==> src/rtl/wpt_pkg.sv <==
package wpt_pkg;
  localparam int WPT_ADDR_W = 12;
  localparam int WPT_DATA_W = 8;
  localparam int BIT_WR  = 7;
  localparam int BIT_RD  = 6;
  localparam int BIT_DM  = 5;
  localparam int BIT_RSV = 4;
  typedef enum logic [1:0] {
    SEL_CTRL = 2'd0,
    SEL_ALO  = 2'd1,
    SEL_WDAT = 2'd2,
    SEL_NONE = 2'd3
  } wpt_sel_e;
endpackage

==> src/rtl/wpt_rst_sync.sv <==
module wpt_rst_sync #(
  parameter int STAGES = 2
) (
  input  logic clk,
  input  logic rst_n,
  output logic rst_s
);
  logic [STAGES-1:0] sync_q;
  logic [STAGES-1:0] sync_d;

  always_comb begin
    sync_d = {sync_q[STAGES-2:0], 1'b1};
  end

  always_ff @(posedge clk or negedge rst_n) begin
    if (!rst_n) sync_q <= '0;
    else        sync_q <= sync_d;
  end

  assign rst_s = sync_q[STAGES-1];
endmodule

==> src/rtl/wpt_regs.sv <==
module wpt_regs
  import wpt_pkg::*;
#(
  parameter int DATA_W = WPT_DATA_W
) (
  input  logic              clk,
  input  logic              rst_s,
  input  logic              cfg_we,
  input  logic [1:0]        cfg_sel,
  input  logic [DATA_W-1:0] cfg_wdata,
  input  logic              rprot_i,
  output logic [DATA_W-1:0] ctrl_q,
  output logic [DATA_W-1:0] alo_q,
  output logic [DATA_W-1:0] wdat_q,
  output logic [DATA_W-1:0] cfg_rdata
);
  logic [DATA_W-1:0] ctrl_d, alo_d, wdat_d;
  logic              ctrl_en, alo_en, wdat_en;
  logic [DATA_W-1:0] lock_mask;

  always_comb begin
    ctrl_en = cfg_we && (cfg_sel == SEL_CTRL);
    alo_en  = cfg_we && (cfg_sel == SEL_ALO);
    wdat_en = cfg_we && (cfg_sel == SEL_WDAT);
    lock_mask = '1;
    lock_mask[BIT_RSV] = 1'b0;
    if (rprot_i) begin
      lock_mask[BIT_WR] = 1'b0;
      lock_mask[BIT_RD] = 1'b0;
      lock_mask[BIT_DM] = 1'b0;
    end
    ctrl_d = ctrl_en ? (cfg_wdata & lock_mask) : ctrl_q;
    alo_d  = alo_en  ? cfg_wdata : alo_q;
    wdat_d = wdat_en ? cfg_wdata : wdat_q;
  end

  always_ff @(posedge clk or negedge rst_s) begin
    if (!rst_s) begin
      ctrl_q <= '0;
      alo_q  <= '0;
      wdat_q <= '0;
    end else begin
      ctrl_q <= ctrl_d;
      alo_q  <= alo_d;
      wdat_q <= wdat_d;
    end
  end

  always_comb begin
    unique case (cfg_sel)
      SEL_CTRL: cfg_rdata = ctrl_q;
      SEL_ALO:  cfg_rdata = alo_q;
      SEL_WDAT: cfg_rdata = wdat_q;
      default:  cfg_rdata = '0;
    endcase
  end
endmodule

==> src/rtl/wpt_match.sv <==
module wpt_match #(
  parameter int ADDR_W = 12,
  parameter int DATA_W = 8
) (
  input  logic                     en_wr,
  input  logic                     en_rd,
  input  logic                     en_dm,
  input  logic [ADDR_W-DATA_W-1:0] addr_hi,
  input  logic [DATA_W-1:0]        addr_lo,
  input  logic [DATA_W-1:0]        wdat,
  input  logic [ADDR_W-1:0]        rf_addr,
  input  logic [DATA_W-1:0]        rf_data,
  input  logic                     rf_rd,
  input  logic                     rf_wr,
  output logic                     hit
);
  localparam int NCH = 2;
  logic [ADDR_W-1:0] watch_addr;
  logic              addr_eq, data_ok;
  logic [NCH-1:0]    ch_strobe, ch_en, ch_hit;

  always_comb begin
    watch_addr = {addr_hi, addr_lo};
    addr_eq    = (rf_addr == watch_addr);
    data_ok    = !en_dm || (rf_data == wdat);
    ch_strobe  = {rf_wr, rf_rd};
    ch_en      = {en_wr, en_rd};
  end

  for (genvar g = 0; g < NCH; g++) begin : g_ch
    assign ch_hit[g] = ch_strobe[g] && ch_en[g] && addr_eq && data_ok;
  end

  assign hit = |ch_hit;
endmodule

==> src/rtl/wpt_break_unit.sv <==
module wpt_break_unit
  import wpt_pkg::*;
#(
  parameter int ADDR_W = WPT_ADDR_W,
  parameter int DATA_W = WPT_DATA_W
) (
  input  logic              clk,
  input  logic              rst_n,
  input  logic              cfg_we,
  input  logic [1:0]        cfg_sel,
  input  logic [DATA_W-1:0] cfg_wdata,
  output logic [DATA_W-1:0] cfg_rdata,
  input  logic              rprot_i,
  input  logic [ADDR_W-1:0] rf_addr,
  input  logic [DATA_W-1:0] rf_data,
  input  logic              rf_rd,
  input  logic              rf_wr,
  output logic              brk_o
);
  localparam int HI_W = ADDR_W - DATA_W;

  logic              rst_s;
  logic [DATA_W-1:0] ctrl_q, alo_q, wdat_q;
  logic              hit;
  logic              brk_d, brk_q;

  wpt_rst_sync #(.STAGES(2)) u_rst (
    .clk   (clk),
    .rst_n (rst_n),
    .rst_s (rst_s)
  );

  wpt_regs #(.DATA_W(DATA_W)) u_regs (
    .clk       (clk),
    .rst_s     (rst_s),
    .cfg_we    (cfg_we),
    .cfg_sel   (cfg_sel),
    .cfg_wdata (cfg_wdata),
    .rprot_i   (rprot_i),
    .ctrl_q    (ctrl_q),
    .alo_q     (alo_q),
    .wdat_q    (wdat_q),
    .cfg_rdata (cfg_rdata)
  );

  wpt_match #(.ADDR_W(ADDR_W), .DATA_W(DATA_W)) u_match (
    .en_wr   (ctrl_q[BIT_WR]),
    .en_rd   (ctrl_q[BIT_RD]),
    .en_dm   (ctrl_q[BIT_DM]),
    .addr_hi (ctrl_q[HI_W-1:0]),
    .addr_lo (alo_q),
    .wdat    (wdat_q),
    .rf_addr (rf_addr),
    .rf_data (rf_data),
    .rf_rd   (rf_rd),
    .rf_wr   (rf_wr),
    .hit     (hit)
  );

  always_comb brk_d = hit;

  always_ff @(posedge clk or negedge rst_s) begin
    if (!rst_s) brk_q <= 1'b0;
    else        brk_q <= brk_d;
  end

  assign brk_o = brk_q;
endmodule

==> config.mk <==
export PLATFORM = sky130hd
export DESIGN_NAME = wpt_break_unit
export DESIGN_NICKNAME = d
export VERILOG_FILES = /design/src/rtl/wpt_pkg.sv /design/src/rtl/wpt_rst_sync.sv /design/src/rtl/wpt_regs.sv /design/src/rtl/wpt_match.sv /design/src/rtl/wpt_break_unit.sv
export SDC_FILE = /design/constraint.sdc
export NUM_CORES = 1
export LEC_CHECK = 0
export BUFFER_PORTS_ARGS = -buffer_cell sky130_fd_sc_hd__buf_2
export CAP_MARGIN = 10
export CELL_PAD_IN_SITES_DETAIL_PLACEMENT = 0
export CELL_PAD_IN_SITES_GLOBAL_PLACEMENT = 1
export CORE_ASPECT_RATIO = 0.75
export CORE_UTILIZATION = 39
export DETAILED_ROUTE_END_ITERATION = 16
export HOLD_SLACK_MARGIN = 0.1
export PLACE_DENSITY = 0.9
export SYNTH_ARGS = -nofsm -noshare
export SYNTH_HDL_FRONTEND = slang
export SYNTH_HIERARCHICAL = 1
export SYNTH_SLANG_ARGS = --single-unit
==> constraint.sdc <==
create_clock -name clk -period 1.3 [get_ports clk]
set_clock_uncertainty 0.1 [all_clocks]
set_input_delay 0.26 -clock clk [delete_from_list [all_inputs] [get_ports clk]]
set_output_delay 0.26 -clock clk [all_outputs]
set_load 0.1 [all_outputs]
==> reports/qor.csv, run 1 <==
stage,metric,value,unit
grt,grt_max_degree,25,
routing,drc_errors,0,
critical_path,cpLargestDelayFamily,flip-flops,
routing,drtAntennaViolNets,0,
critical_path,path_buf_inv,1,
cells_and_area,drive_gt1_share,67.0,%
sta,hold_ws,0.132,ns
place,dp_hpwl,2.62,mm
sta,rsz0062_at_grt,yes,
sta,post-route-period-util,122,%
routing,drt-initial-drc-count,22,
critical_path,reg2reg_from,u_regs/wdat_q[7],
synthesis,synthesis.area,1380,µm²
critical_path,start_kind,flip-flop,
pwr,p_int,1.90,mW
critical_path,arrival,1.65,ns
job,cap_viol_max_count,0,
sta,drv_slew,0,
pwr,vdd_drop_max,824,µV
grt,grt_pass1_wl,5.65,mm
clock_network,cts_max_level,1,
clock_network,path_clk_slew,0.09,ns
routing,wire_per_inst,16.4,µm
pwr,leakage,0.995,nW
grt,antenna_found_initial,0,
pwr,comb_power_share,46.3,%
routing,drt_wl_total,3.55,mm
worst_hold_path,hp-class,reg -> async,
pwr,p_sw_share,36.2,%
pwr,pwr-share-clk,17.6,%
routing,firstDrtPassIters,6,
critical_path,critical_path_peak_fanout,2,
routing,via_per_inst,5.01,
critical_path,worstPathCellList,"buf_4, xor2_1, nor4_1, nand2_1, a2111oi_2",
clock_network,cts_buffers,3,
pwr,p_sw,1.08,mW
sta,setup_violations,9,
synthesis,synth_area_per_cell,13.2,µm²
critical_path,rr_worst_depth,5,
place,place.gp.congestion,0.772,
grt,track_usage,20.3,%
synthesis,synth_warnings,6,
pwr,finalPower,2.98,mW
clock_network,numClockSinks,26,
critical_path,critPathCaptureType,flip-flop,
critical_path,reg2reg_slack,-0.29,ns
sta,fin_setup_tns,-2.39,ns
sta,hold_violations,0,
grt,grt-ovfl-total,0,
clock_network,clockBufferDepth,2,
floorplan,die_w,70.8,µm
routing,via_count,1083,
critical_path,critPathKind,reg -> reg,
cells_and_area,fin_nets,213,
cells_and_area,syn2layout_area_growth,66.0,%
critical_path,critPathSlowestCell,dfrtp_1,
floorplan,core_area,3330,µm²
sta,fmax,631,MHz
pwr,powerDensity,1300,nW/µm²
critical_path,timing.rr.end,brk_o,
critical_path,cp.required,1.37,ns
pwr,p_seq_share,36.1,%
place,portBuffers,44,
grt,grt_pass1_vias,1138,
sta,final.min_clock_period,1.59,ns
floorplan,die_area,3790,µm²
floorplan,start_util,41.5,%
outcome,violations,setup timing,
synthesis,synth_nets,141,
cells_and_area,stdcell_count,216,
floorplan,io_pins,45,
cells_and_area,post-route-util,68.9,%
floorplan,dieHeight,53.6,µm
sta,fin_ws,-0.285,ns
clock_network,cts_tree,yes,
critical_path,max_stage_delay,0.41,ns
floorplan,rows,18,
cells_and_area,diodes,0,
clock_network,clkLatencyLatePin,0.27,ns
outcome,status,finished with violations,
clock_network,ctsRootBufferMaster,clkbuf_8,
place,placedCellCount,207,
synthesis,syn_inst,105,
[how the worst max path moves through the flow]
stage                      from            to  slack [ns]  cells past startpoint
6_report       u_regs/wdat_q[7]         brk_o       -0.29                      5
5_1_grt        u_regs/wdat_q[5]         brk_o       -0.33                      5
4_1_cts        u_regs/wdat_q[7]  cfg_rdata[7]       -0.29                      4
3_5_place_dp         cfg_sel[1]  cfg_rdata[0]       -0.27                      4
3_3_place_gp         cfg_sel[1]  cfg_rdata[4]       -0.25                      5
2_1_floorplan        cfg_sel[1]  cfg_rdata[0]       -0.14                      3
[power by group through the flow]
stage / clock, mW / combinational (mW) / sequential [mW]
after global routing: 0.561 / 1.44 / 1.09
after global placement: 0 / 1.20 / 1.07
after detailed placement: 0 / 1.23 / 1.08
after CTS: 0.539 / 1.36 / 1.08
after floorplan: 0 / 0.735 / 1.09
final: 0.524 / 1.38 / 1.08
[what timing repair did]
| action | in CTS | in global routing |
|---|---|---|
| endpoints found under the hold margin | 2 | 0 |
| hold buffers | 1 | 0 |
| buffers inserted | 4 | 0 |
| gates resized for setup | 17 | 6 |
| setup endpoints to repair | 9 | 9 |
| pin swaps | 6 | 5 |
[registers in the layout, summed over array words and instances (netlist names)]
| register | count |
|---|---|
| u_regs/alo_q | 8 |
| u_regs/wdat_q | 8 |
| u_regs/ctrl_q | 7 |
| u_rst/sync_q | 2 |
| brk_o | 1 |
[cell type report]
type	count	area [µm²]
clock buffers	4	55.1
fillers	245	1040
multi-input cells	76	951
flip-flops and latches	26	651
well taps	40	50.0
repair buffers	70	591
[metrics by stage]
stage / cell area, µm² / worst slack, ns
finish: 2300 / -0.285
global route: 2300 / -0.334
CTS: 2270 / -0.291
detailed placement: 2090 / -0.275
global placement: 2090 / -0.245
floorplan: 1560 / -0.141
[metal layers]
metal  track usage, %  share of wire, %
met4             2.00              0.37
met5                0                 0
met1             27.6                47
met2             34.6                48
met3             5.06               5.2
[layout by cell type, fill, tap and decap left out]
cell type	instances
xnor2_1	9
mux2i_2	2
mux2i_4	5
dlygate4sd3_1	1
nor4_2	1
nor2b_1	3
nor2b_4	1
buf_2	34
a2111oi_2	1
xor2_1	11
nor3b_4	1
nand2_1	1
clkbuf_8	4
nand2_4	1
nand3b_2	2
buf_6	6
nand4_1	1
a22oi_1	1
nor4_1	2
o2bb2ai_4	8
mux2_2	23
dfrtp_1	26
buf_12	10
conb_1	1
buf_4	19
nand3_1	2
No activity file was read; power rests on OpenSTA's default activity.
==> run 2: changes to the inputs <==
Settings changed: CORE_UTILIZATION 39 to 38, CTS_CLUSTER_SIZE set to 25, SLEW_MARGIN set to 20, SYNTH_HIERARCHICAL 1 to unset.
==> run 2 against run 1 <==
  * The flow still finishes with violations (setup timing)
  * Register-to-register slack better by 0.05 ns
  * Sequential share of layout area up 1.4 points
  * Hold slack worse by 0.0095 ns
  * Total power down 6.0%
  * Maximum frequency up 0.37%
  * Non-clock buffer count down 1
  * Core utilization down 4.5 points
  * Worst setup slack better by 0.0059 ns
  * Clock power down 14%
  * Flip-flop and latch count unchanged
  * Routed wire length down 2.3%
  * Largest power group unchanged
==> reports/qor.csv, run 2 <==
stage,metric,value,unit,change
outcome,status,finished with violations,,unchanged
outcome,violations,setup timing,,unchanged
synthesis,ys_seq_area_share,46.8,%,
synthesis,synthesis.area,1390,µm²,was 1380 µm²
grt,grt_pass1_wl,5.77,mm,was 5.65 mm
critical_path,critical_path_peak_fanout,2,,unchanged
critical_path,reg2reg_from,u_regs.wdat_q[0],,was u_regs/wdat_q[7]
critical_path,max_stage_delay,0.42,ns,was 0.41 ns
synthesis,synth_ff_type,dfrtp_1,,
synthesis,synth_seq_cells,26,,
cells_and_area,biggestRegsByFlops,"u_regs.alo_q: 8 flops, u_regs.wdat_q: 8 flops, u_regs.ctrl_q: 7 flops",,"was u_regs/alo_q: 8 flops, u_regs/wdat_q: 8 flops, u_regs/ctrl_q: 7 flops"
sta,final.min_clock_period,1.58,ns,was 1.59 ns
synthesis,synth-xor-area-share,12.6,%,
synthesis,synth_largest_area_cell,dfrtp_1,,
routing,drc_errors,0,,unchanged
synthesis,async_reset_ff_share,100,%,
critical_path,start_kind,flip-flop,,unchanged
synthesis,synth_area_per_cell,11.9,µm²,was 13.2 µm²
synthesis,synth_mux_area_share,22.3,%,
synthesis,synthMostInstantiatedCell,dfrtp_1,,
synthesis,synthDistinctLibCells,21,,
routing,firstDrtPassIters,3,,was 6
clock_network,clkLatencyLatePin,0.27,ns,about the same
place,portBuffers,44,,unchanged
synthesis,synth_nets,153,,was 141
synthesis,synth_compound_area_share,5.58,%,
grt,track_usage,20.0,%,was 20.3%
cells_and_area,layout_commonest_cell,buf_2,,unchanged
floorplan,dieHeight,54.4,µm,was 53.6 µm
synthesis,synthTopCellsByArea,"dfrtp_1 47%, mux2_2 13%, xor2_1 6.9%",,
clock_network,cts_max_level,1,,unchanged
clock_network,clockBufferDepth,2,,unchanged
routing,via_per_inst,4.80,,was 5.01
grt,antenna_found_initial,0,,unchanged
synthesis,synthSimpleGateAreaFrac,9.63,%,
job,cap_viol_max_count,0,,unchanged
synthesis,synth_top_area_share,46.8,%,
cells_and_area,num-fill-cells,283,,was 245
synthesis,ys_top_cells_by_count,"26 x dfrtp_1, 16 x mux2_2, 13 x nand2_1",,
clock_network,path_clk_slew,0.09,ns,about the same
synthesis,synth-edff-count,0,,
cells_and_area,fin_nets,223,,was 213
sta,post-route-period-util,121,%,was 122%
synthesis,synth_adder_area_share,0,%,
cells_and_area,syn2layout_area_growth,57.7,%,was 66.0%
floorplan,die_area,3910,µm²,was 3790 µm²
floorplan,start_util,40.9,%,was 41.5%
floorplan,io_pins,45,,unchanged
critical_path,rr_worst_depth,5,,unchanged
floorplan,die_w,71.8,µm,was 70.8 µm
pwr,powerDensity,1280,nW/µm²,was 1300 nW/µm²
sta,rsz0062_at_grt,yes,,unchanged
critical_path,critPathKind,reg -> out,,was reg -> reg
critical_path,critPathCaptureType,output port,,was flip-flop
cells_and_area,diodes,0,,unchanged
worst_hold_path,hp-class,reg -> async,,unchanged
critical_path,arrival,1.22,ns,was 1.65 ns
sta,hold_ws,0.123,ns,was 0.132 ns
routing,drt-initial-drc-count,27,,was 22
grt,grt-ovfl-total,0,,unchanged
clock_network,numClockSinks,26,,unchanged
synthesis,synth_warnings,0,,was 6
place,dp_hpwl,2.69,mm,was 2.62 mm
cells_and_area,drive_gt1_share,59.5,%,was 67.0%
clock_network,cts_tree,yes,,unchanged
cells_and_area,final_cell_area,2190,µm²,was 2300 µm²
synthesis,syn_inst,117,,was 105
sta,drv_slew,0,,unchanged
synthesis,synth_top_family_by_area,multiplexers,,
pwr,leakage,0.975,nW,was 0.995 nW
grt,grt_pass1_vias,1179,,"was 1,138"
place,placed_area,2000,µm²,was 2090 µm²
routing,via_count,1128,,"was 1,083"
routing,drt_wl_total,3.47,mm,was 3.55 mm
grt,grt_max_degree,25,,unchanged
clock_network,cts_buffers,3,,unchanged
sta,fin_ws,-0.279,ns,was -0.285 ns
critical_path,reg2reg_slack,-0.24,ns,was -0.29 ns
pwr,vdd_drop_max,940,µV,was 824 µV
floorplan,rows,18,,unchanged
critical_path,cp.required,0.94,ns,was 1.37 ns
critical_path,worstPathCellList,"buf_6, mux2i_4, o21ai_4, buf_12",,"was buf_4, xor2_1, nor4_1, nand2_1, a2111oi_2"
routing,drtAntennaViolNets,0,,unchanged
sta,setup_violations,9,,unchanged
critical_path,timing.rr.end,brk_o,,unchanged
sta,fmax,633,MHz,was 631 MHz
sta,hold_violations,0,,unchanged
cells_and_area,final_cell_mix,"35 x buf_2, 26 x dfrtp_1, 19 x buf_4",,"was 34 x buf_2, 26 x dfrtp_1, 23 x mux2_2"
critical_path,critPathSlowestCell,dfrtp_1,,unchanged
place,place.gp.congestion,0.784,,was 0.772
routing,wire_per_inst,14.8,µm,was 16.4 µm
place,pre_cts_ws,-0.201,ns,was -0.275 ns
floorplan,core_area,3400,µm²,was 3330 µm²
clock_network,ctsRootBufferMaster,clkbuf_8,,unchanged
==> run 2: repair_timing <==
action	in CTS	in global routing
endpoints found under the hold margin	2	0
pin swaps	4	2
setup buffers	6	0
hold buffers	1	0
endpoints found under the setup margin	9	9
gates resized for setup	18	0
==> run 2: how the worst max path moves through the flow <==
stage,end,start,slack [ns]
2_1_floorplan,cfg_rdata[1],cfg_sel[1],-0.14
3_3_place_gp,cfg_rdata[6],cfg_sel[1],-0.18
3_5_place_dp,cfg_rdata[1],cfg_sel[1],-0.20
4_1_cts,cfg_rdata[1],u_regs.wdat_q[1],-0.28
5_1_grt,brk_o,u_regs.wdat_q[0],-0.37
6_report,cfg_rdata[6],u_regs.wdat_q[6],-0.28
==> run 2: area by class of cell <==
| cell class | instances | area [µm²] | area share, % |
|---|---|---|---|
| multi-input cells | 87 | 873 | 39.8 |
| flip-flops and latches | 26 | 651 | 29.7 |
| repair buffers | 69 | 564 | 25.7 |
| well taps | 50 | 62.6 | 2.85 |
| clock buffers | 3 | 41.3 | 1.88 |
==> run 2: logic make-up after synthesis <==
family                    after synthesis
and+or+nand+nor                        26
DFF                                    26
xor gates and xnor gates               20
muxes                                  27
other                                   1
AOI/OAI and AO/OA                      13
buffers and inverters                   4
==> run 2: metal layers <==
layer / vias up / global-route usage [%] / part of all wire, %
li1: 546 / - / -
met1: 548 / 25.7 / 46
met2: 32 / 36.6 / 49
met3: 2 / 4.60 / 4.7
met4: 0 / 1.96 / 0.20
met5: - / 0 / 0
==> run 2: report_power, final <==
group / switching [mW] / internal [mW] / total, mW
combinational: 0.650 / 0.633 / 1.28
sequential: 0.129 / 0.942 / 1.07
clock: 0.242 / 0.208 / 0.450
total: 1.02 / 1.78 / 2.80
==> run 2: per-stage QoR <==
step	std cells	TNS [ns]	total power [mW]	utilization [%]
finish	235	-2.16	2.80	64.5
global route	235	-2.67	2.94	64.5
CTS	235	-2.24	2.82	64.5
detailed placement	225	-4.60	2.21	58.9
global placement	225	-3.97	2.18	58.9
floorplan	117	-1.53	1.79	-
==> run 2: worst max-delay path, delay by kind of cell, from the launching register on <==
| kind | cells | cell delay, ns |
|---|---|---|
| flip-flops | 1 | 0.42 |
| multiplexers | 1 | 0.15 |
| buffers and inverters | 2 | 0.31 |
| AO/OA/AOI/OAI | 1 | 0.08 |
